<file path="config.mk">
export PLATFORM = sky130hd
export DESIGN_NAME = pix_scale_top
export DESIGN_NICKNAME = d
export VERILOG_FILES = /design/src/rtl/pix_scale_pkg.sv /design/src/rtl/pix_scale_ctrl.sv /design/src/rtl/pix_scale_lane.sv /design/src/rtl/pix_scale_dp.sv /design/src/rtl/pix_scale_top.sv
export SDC_FILE = /design/constraint.sdc
export NUM_CORES = 2
export LEC_CHECK = 0
export ABC_AREA = 1
export BUFFER_PORTS_ARGS = -buffer_cell sky130_fd_sc_hd__buf_4
export CAP_MARGIN = 25
export CELL_PAD_IN_SITES_DETAIL_PLACEMENT = 1
export CELL_PAD_IN_SITES_GLOBAL_PLACEMENT = 1
export CORE_ASPECT_RATIO = 1.2
export CORE_MARGIN = 2
export CORE_UTILIZATION = 42
export CTS_CLUSTER_SIZE = 30
export DETAILED_ROUTE_END_ITERATION = 7
export MAX_ROUTING_LAYER = met4
export PLACE_DENSITY = 0.87
export SLEW_MARGIN = 20
export SYNTH_ARGS = -nofsm -noshare
export SYNTH_HDL_FRONTEND = slang
export SYNTH_HIERARCHICAL = 1
export SYNTH_SLANG_ARGS = --single-unit
</file>
<file path="constraint.sdc">
create_clock -name clk -period 5.8 [get_ports clk]
set_input_delay 0 -clock clk [delete_from_list [all_inputs] [get_ports clk]]
set_output_delay 0 -clock clk [all_outputs]
set_load 0.05 [all_outputs]
</file>
<file path="src/rtl/pix_scale_pkg.sv">
package pix_scale_pkg;

  typedef enum logic [2:0] {
    OP_LANE      = 3'd0,
    OP_BCAST1    = 3'd1,
    OP_BCAST0    = 3'd2,
    OP_HI_S      = 3'd3,
    OP_LO_U      = 3'd4,
    OP_WIDE_HI_S = 3'd5,
    OP_WIDE_LO_U = 3'd6,
    OP_NONE      = 3'd7
  } mulOp_e;

  typedef enum logic [1:0] {
    FAC_OWN   = 2'd0,
    FAC_LANE0 = 2'd1,
    FAC_LANE1 = 2'd2
  } facSel_e;

  typedef enum logic [1:0] {
    SRC_BYTE = 2'd0,
    SRC_HI_S = 2'd1,
    SRC_LO_U = 2'd2
  } srcSel_e;

  typedef struct packed {
    logic    load;
    facSel_e facSel;
    srcSel_e srcSel;
    logic    wide;
    logic    clear;
  } mulStrobe_t;

endpackage

</file>
<file path="src/rtl/pix_scale_ctrl.sv">
module pix_scale_ctrl
  import pix_scale_pkg::*;
(
  input  logic       clk,
  input  logic       rst,
  input  logic       inValid,
  input  logic [2:0] opcode,
  output mulStrobe_t strobe,
  output logic       outValid
);

  mulOp_e op;
  assign op = mulOp_e'(opcode);

  always_comb begin
    strobe.load   = inValid;
    strobe.facSel = FAC_OWN;
    strobe.srcSel = SRC_BYTE;
    strobe.wide   = 1'b0;
    strobe.clear  = 1'b0;
    unique case (op)
      OP_LANE:      ;
      OP_BCAST1:    strobe.facSel = FAC_LANE1;
      OP_BCAST0:    strobe.facSel = FAC_LANE0;
      OP_HI_S:      strobe.srcSel = SRC_HI_S;
      OP_LO_U:      strobe.srcSel = SRC_LO_U;
      OP_WIDE_HI_S: begin strobe.srcSel = SRC_HI_S; strobe.wide = 1'b1; end
      OP_WIDE_LO_U: begin strobe.srcSel = SRC_LO_U; strobe.wide = 1'b1; end
      OP_NONE:      strobe.clear = 1'b1;
      default:      strobe.clear = 1'b1;
    endcase
  end

  always_ff @(posedge clk) begin
    if (rst) outValid <= 1'b0;
    else     outValid <= inValid;
  end

endmodule

</file>
<file path="src/rtl/pix_scale_lane.sv">
module pix_scale_lane #(
  parameter int FAC_W = 16,
  parameter int PIX_W = FAC_W / 2,
  parameter int WIDE_W = 2 * FAC_W
) (
  input  logic signed [FAC_W-1:0]  factor,
  input  logic signed [PIX_W:0]    mulVal,
  output logic        [WIDE_W-1:0] rounded
);

  localparam int PROD_W = FAC_W + PIX_W + 1;

  logic signed [PROD_W-1:0] facExt;
  logic signed [PROD_W-1:0] mulExt;
  logic signed [PROD_W-1:0] prod;
  logic        [WIDE_W-1:0] prodWide;
  logic        [WIDE_W-1:0] roundAdd;

  assign facExt   = $signed({{(PROD_W-FAC_W){factor[FAC_W-1]}}, factor});
  assign mulExt   = $signed({{(PROD_W-PIX_W-1){mulVal[PIX_W]}}, mulVal});
  assign prod     = facExt * mulExt;
  assign prodWide = {{(WIDE_W-PROD_W){prod[PROD_W-1]}}, prod};
  assign roundAdd = {{(WIDE_W-PIX_W-1){1'b0}}, prodWide[PIX_W-1], {PIX_W{1'b0}}};
  assign rounded  = prodWide + roundAdd;

endmodule

</file>
<file path="src/rtl/pix_scale_dp.sv">
module pix_scale_dp
  import pix_scale_pkg::*;
#(
  parameter int LANES = 4,
  parameter int FAC_W = 16,
  parameter int PIX_W = FAC_W / 2,
  parameter int DATA_W = LANES * FAC_W
) (
  input  logic              clk,
  input  logic              rst,
  input  mulStrobe_t        strobe,
  input  logic [DATA_W-1:0] pixIn,
  input  logic [DATA_W-1:0] facIn,
  output logic [DATA_W-1:0] result
);

  localparam int WIDE_W     = 2 * FAC_W;
  localparam int WIDE_LANES = DATA_W / WIDE_W;

  logic [DATA_W-1:0] nextNarrow;
  logic [DATA_W-1:0] nextWide;
  logic [WIDE_W-1:0] laneRounded [LANES];

  for (genvar r = 0; r < LANES; r++) begin : g_lane
    logic signed [FAC_W-1:0] factor;
    logic signed [PIX_W:0]   mulVal;
    logic        [PIX_W-1:0] hiByte;
    logic        [PIX_W-1:0] loByte;
    logic        [PIX_W-1:0] ownByte;

    assign hiByte  = pixIn[r*FAC_W+PIX_W +: PIX_W];
    assign loByte  = pixIn[r*FAC_W +: PIX_W];
    assign ownByte = pixIn[r*PIX_W +: PIX_W];

    always_comb begin
      unique case (strobe.facSel)
        FAC_LANE0: factor = facIn[0 +: FAC_W];
        FAC_LANE1: factor = facIn[FAC_W +: FAC_W];
        default:   factor = facIn[r*FAC_W +: FAC_W];
      endcase
      unique case (strobe.srcSel)
        SRC_HI_S: mulVal = {hiByte[PIX_W-1], hiByte};
        SRC_LO_U: mulVal = {1'b0, loByte};
        default:  mulVal = {1'b0, ownByte};
      endcase
    end

    pix_scale_lane #(.FAC_W(FAC_W), .PIX_W(PIX_W), .WIDE_W(WIDE_W)) u_lane (
      .factor (factor),
      .mulVal (mulVal),
      .rounded(laneRounded[r])
    );

    assign nextNarrow[r*FAC_W +: FAC_W] = laneRounded[r][PIX_W +: FAC_W];
  end

  for (genvar w = 0; w < WIDE_LANES; w++) begin : g_wide
    assign nextWide[w*WIDE_W +: WIDE_W] = laneRounded[w];
  end

  always_ff @(posedge clk) begin
    if (rst) begin
      result <= '0;
    end else if (strobe.load) begin
      if (strobe.clear)     result <= '0;
      else if (strobe.wide) result <= nextWide;
      else                  result <= nextNarrow;
    end
  end

endmodule

</file>
<file path="src/rtl/pix_scale_top.sv">
module pix_scale_top
  import pix_scale_pkg::*;
#(
  parameter int LANES = 4,
  parameter int FAC_W = 16,
  parameter int DATA_W = LANES * FAC_W
) (
  input  logic              clk,
  input  logic              rst,
  input  logic              inValid,
  input  logic [2:0]        opcode,
  input  logic [DATA_W-1:0] pixIn,
  input  logic [DATA_W-1:0] facIn,
  output logic [DATA_W-1:0] result,
  output logic              outValid
);

  mulStrobe_t strobe;

  pix_scale_ctrl u_ctrl (
    .clk     (clk),
    .rst     (rst),
    .inValid (inValid),
    .opcode  (opcode),
    .strobe  (strobe),
    .outValid(outValid)
  );

  pix_scale_dp #(.LANES(LANES), .FAC_W(FAC_W)) u_dp (
    .clk   (clk),
    .rst   (rst),
    .strobe(strobe),
    .pixIn (pixIn),
    .facIn (facIn),
    .result(result)
  );

endmodule

</file>
==> results of run 1 <==
[stage by stage]
stage	util [%]	hold slack (ps)	TNS (ps)	cell area, um^2
4_1_cts	55.5	242	-5710	37400
3_3_place_gp	51.4	218	-30470	34600
2_1_floorplan	-	71.2	0	28800
3_5_place_dp	51.4	240	-49470	34600
[per-layer routing]
metal / overflow / track usage [%]
met1: 4 / 72.2
met5: - / -
met4: 195 / 81.3
met3: 10 / 62.9
met2: 346 / 92.5
[timing repair]
action,in CTS
setup buffers,53
hold buffers,1
hold endpoints to repair,1
cloned,6
setup endpoints to repair,61
resized for setup,438
pin swaps,165
==> results_dict.tcl, run 1 <==
set metrics [dict create \
    syn-num-nets 5026 \
    firstError "[ERROR GRT-0232] Routing congestion too high. Check the congestion heatmap in the GUI." \
    status "did not finish" \
    post-place-cells 5638 \
    post-dp-hpwl_mm 105 \
    grt_usage_pct 77.3 \
    rows 104 \
    yosys_warnings 6 \
    htree_levels 3 \
    die_h_um 290 \
    io_buffers 198 \
    synth_cells 4195 \
    clock_path_buffers 2 \
    clock-root-buffer "clkbuf_16" \
    grt_start_max_net_pins 66 \
    cts_inserted_buffers 9 \
    avgSynthCellArea_um2 6.84 \
    globalplace.congestion 0.991 \
    overflow 555 \
    io-pin-count 199 \
    grt-worst-endpoint "u_dp/result[59]$_SDFFE_PP0P_/D" \
    failed_stage "global routing (5_1_grt)" \
    pre_cts_ws_ps -1080 \
    worstEpCategory "sequential cell input" \
    synth_area_um2 28700 \
    die_width_um 243 \
    start_util_pct 42.6 \
]
==> inputs of run 2 (changes only) <==
- CELL_PAD_IN_SITES_DETAIL_PLACEMENT: 1 -> unset
- CELL_PAD_IN_SITES_GLOBAL_PLACEMENT: 1 -> unset
- CORE_ASPECT_RATIO: 1.2 -> unset
- CORE_UTILIZATION: 42 -> 40
- CTS_CLUSTER_SIZE: 30 -> unset
- MAX_ROUTING_LAYER: met4 -> unset
- PLACE_DENSITY: 0.87 -> unset
- PLACE_DENSITY_LB_ADDON: unset -> 0.15
- clock period: 5.8 -> 7.5 ns (I/O delays scaled with it)
==> results_dict.tcl, run 2 <==
set metrics [dict create \
    status "completed" \
    finalCriticalPeriod_ps 6770 \
    cp.required_ps 7790 \
    die_width_um 272 \
    vias 25300 \
    first_global_vias 26100 \
    core-area_um2 71200 \
    slew_violations 0 \
    post-place-cells 5234 \
    routed_wl_mm 87.5 \
    overflow 0 \
    fin_tns_setup_ps 0 \
    cpMostUsedCell "nand2_1" \
    final_common_cell "nand2_1" \
    clk_pin_slew_ps 70 \
    hp-start "rst" \
    io_buffers 198 \
    area_growth_pct 9.60 \
    skew_ps 0 \
    rows 98 \
    ant_nets 0 \
    min_path_cells 2 \
    worstReg2RegStart "u_dp/result[63]$_SDFFE_PP0P_" \
    startpoint_type "primary input" \
    antenna_found_initial 1 \
    layout_common_cells "nand2_1, inv_1, fa_1" \
    hold_end "u_ctrl/outValid$_SDFF_PP0_" \
    firstDrtPassIters 6 \
    final_cells 5252 \
    regMostFlops "u_dp/result" \
    drv_cap 0 \
    fin_crit_sh_pct 90.2 \
    end_kind "flop" \
    cts_inserted_buffers 9 \
    drcViolationCount 0 \
    grt_usage_pct 24.4 \
    drt-initial-drc-count 1759 \
    slew_headroom_pct 44.0 \
    die_h_um 272 \
    reg_top3 "u_dp/result: 64 flops, u_ctrl/outValid: 1 flops" \
    grt_pass1_wl_mm 142 \
    fmax_ghz 0.148 \
    drive_gt1_share_pct 12.0 \
    largest_reg_flops 64 \
    die-area_um2 73900 \
    via_per_inst 4.81 \
    worst-path-max-fanout 17 \
    worst_pin_slew_ps 840 \
    fin_nets 5127 \
    clock_path_buffers 2 \
    start_util_pct 40.3 \
    min_path_type "in -> reg" \
    worst-r2r-cell-count 2 \
    wl_per_cell_um 16.7 \
    avgSynthCellArea_um2 6.84 \
    synth_cells 4195 \
    critPathSlowestCell "ha_1" \
    globalplace.congestion 0.922 \
    regToRegSetupSlack_ps 6740 \
    clock_latency_ps 360 \
    slowest_delay_ps 710 \
    hold_viol 0 \
    pre_cts_ws_ps 362 \
    clock_sinks 65 \
    cts-resized-gates 0 \
    grt_start_max_net_pins 66 \
    post_cts_buffers 0 \
    holdWs_ps 199 \
    yosys_warnings 6 \
    htree_levels 3 \
    cts_tree "done" \
    rsz0062_at_grt "no" \
    cp.arrival_ps 7060 \
    r2r-end "u_dp/result[63]$_SDFFE_PP0P_" \
    final.setup.worst_slack_ps 733 \
    setup_violations 0 \
    io-pin-count 199 \
    synth_area_um2 28700 \
    cts_hold_buf 1 \
    syn-num-nets 5026 \
    critical_path_class "in -> reg" \
    post-dp-hpwl_mm 74.6 \
    clock-root-buffer "clkbuf_16" \
]
[run 2: worst max-delay path by stage]
| stage | slack [ps] | from | depth (start not counted) | to |
|---|---|---|---|---|
| floorplan | 1470 | opcode[1] | 37 | u_dp/result[26]$_SDFFE_PP0P_ |
| global placement | 380 | opcode[1] | 34 | u_dp/result[22]$_SDFFE_PP0P_ |
| detailed placement | 360 | opcode[1] | 34 | u_dp/result[22]$_SDFFE_PP0P_ |
| CTS | 760 | opcode[1] | 34 | u_dp/result[22]$_SDFFE_PP0P_ |
| global route | 180 | opcode[1] | 38 | u_dp/result[22]$_SDFFE_PP0P_ |
| finish | 730 | opcode[1] | 32 | u_dp/result[57]$_SDFFE_PP0P_ |
[run 2: per-stage QoR]
step           util [%]  cell area, um^2
2_1_floorplan         -            28700
3_3_place_gp       43.7            31100
3_5_place_dp       43.7            31100
4_1_cts            44.1            31400
5_1_grt            44.1            31400
6_report           44.1            31400
[run 2: area by class of cell]
class                   instances  area, um^2
fillers                      7511       39800
multi-input cells            2904       22600
inverters                    1023        3840
repair buffers                293        2210
flip-flops and latches         65        1300
well taps                     950        1190
clock buffers                   9         225
clock inverters                 7        82.6
diodes                          1        2.50
[run 2: per-layer routing]
metal | routed length (um) | up-vias | track usage [%]
met4 | 2780 | 0 | 7.71
met2 | 40600 | 641 | 41.1
met3 | 5440 | 110 | 3.38
li1 | - | 12400 | -
met5 | 0 | - | 0
met1 | 38700 | 12100 | 32.4
[run 2: worst max-delay path: cells and delay by family]
kind                     cells  cell delay [ps]
AO/OA/AOI/OAI                1              160
AND/OR/NAND/NOR             18             2810
adder cells (fa/ha/maj)      7             3450
buffers and inverters        6              620
Power of run 2 is left out: the tool's default activity adds up to more than one toggle a clock period on the data nets, which glitch-free logic cannot reach.
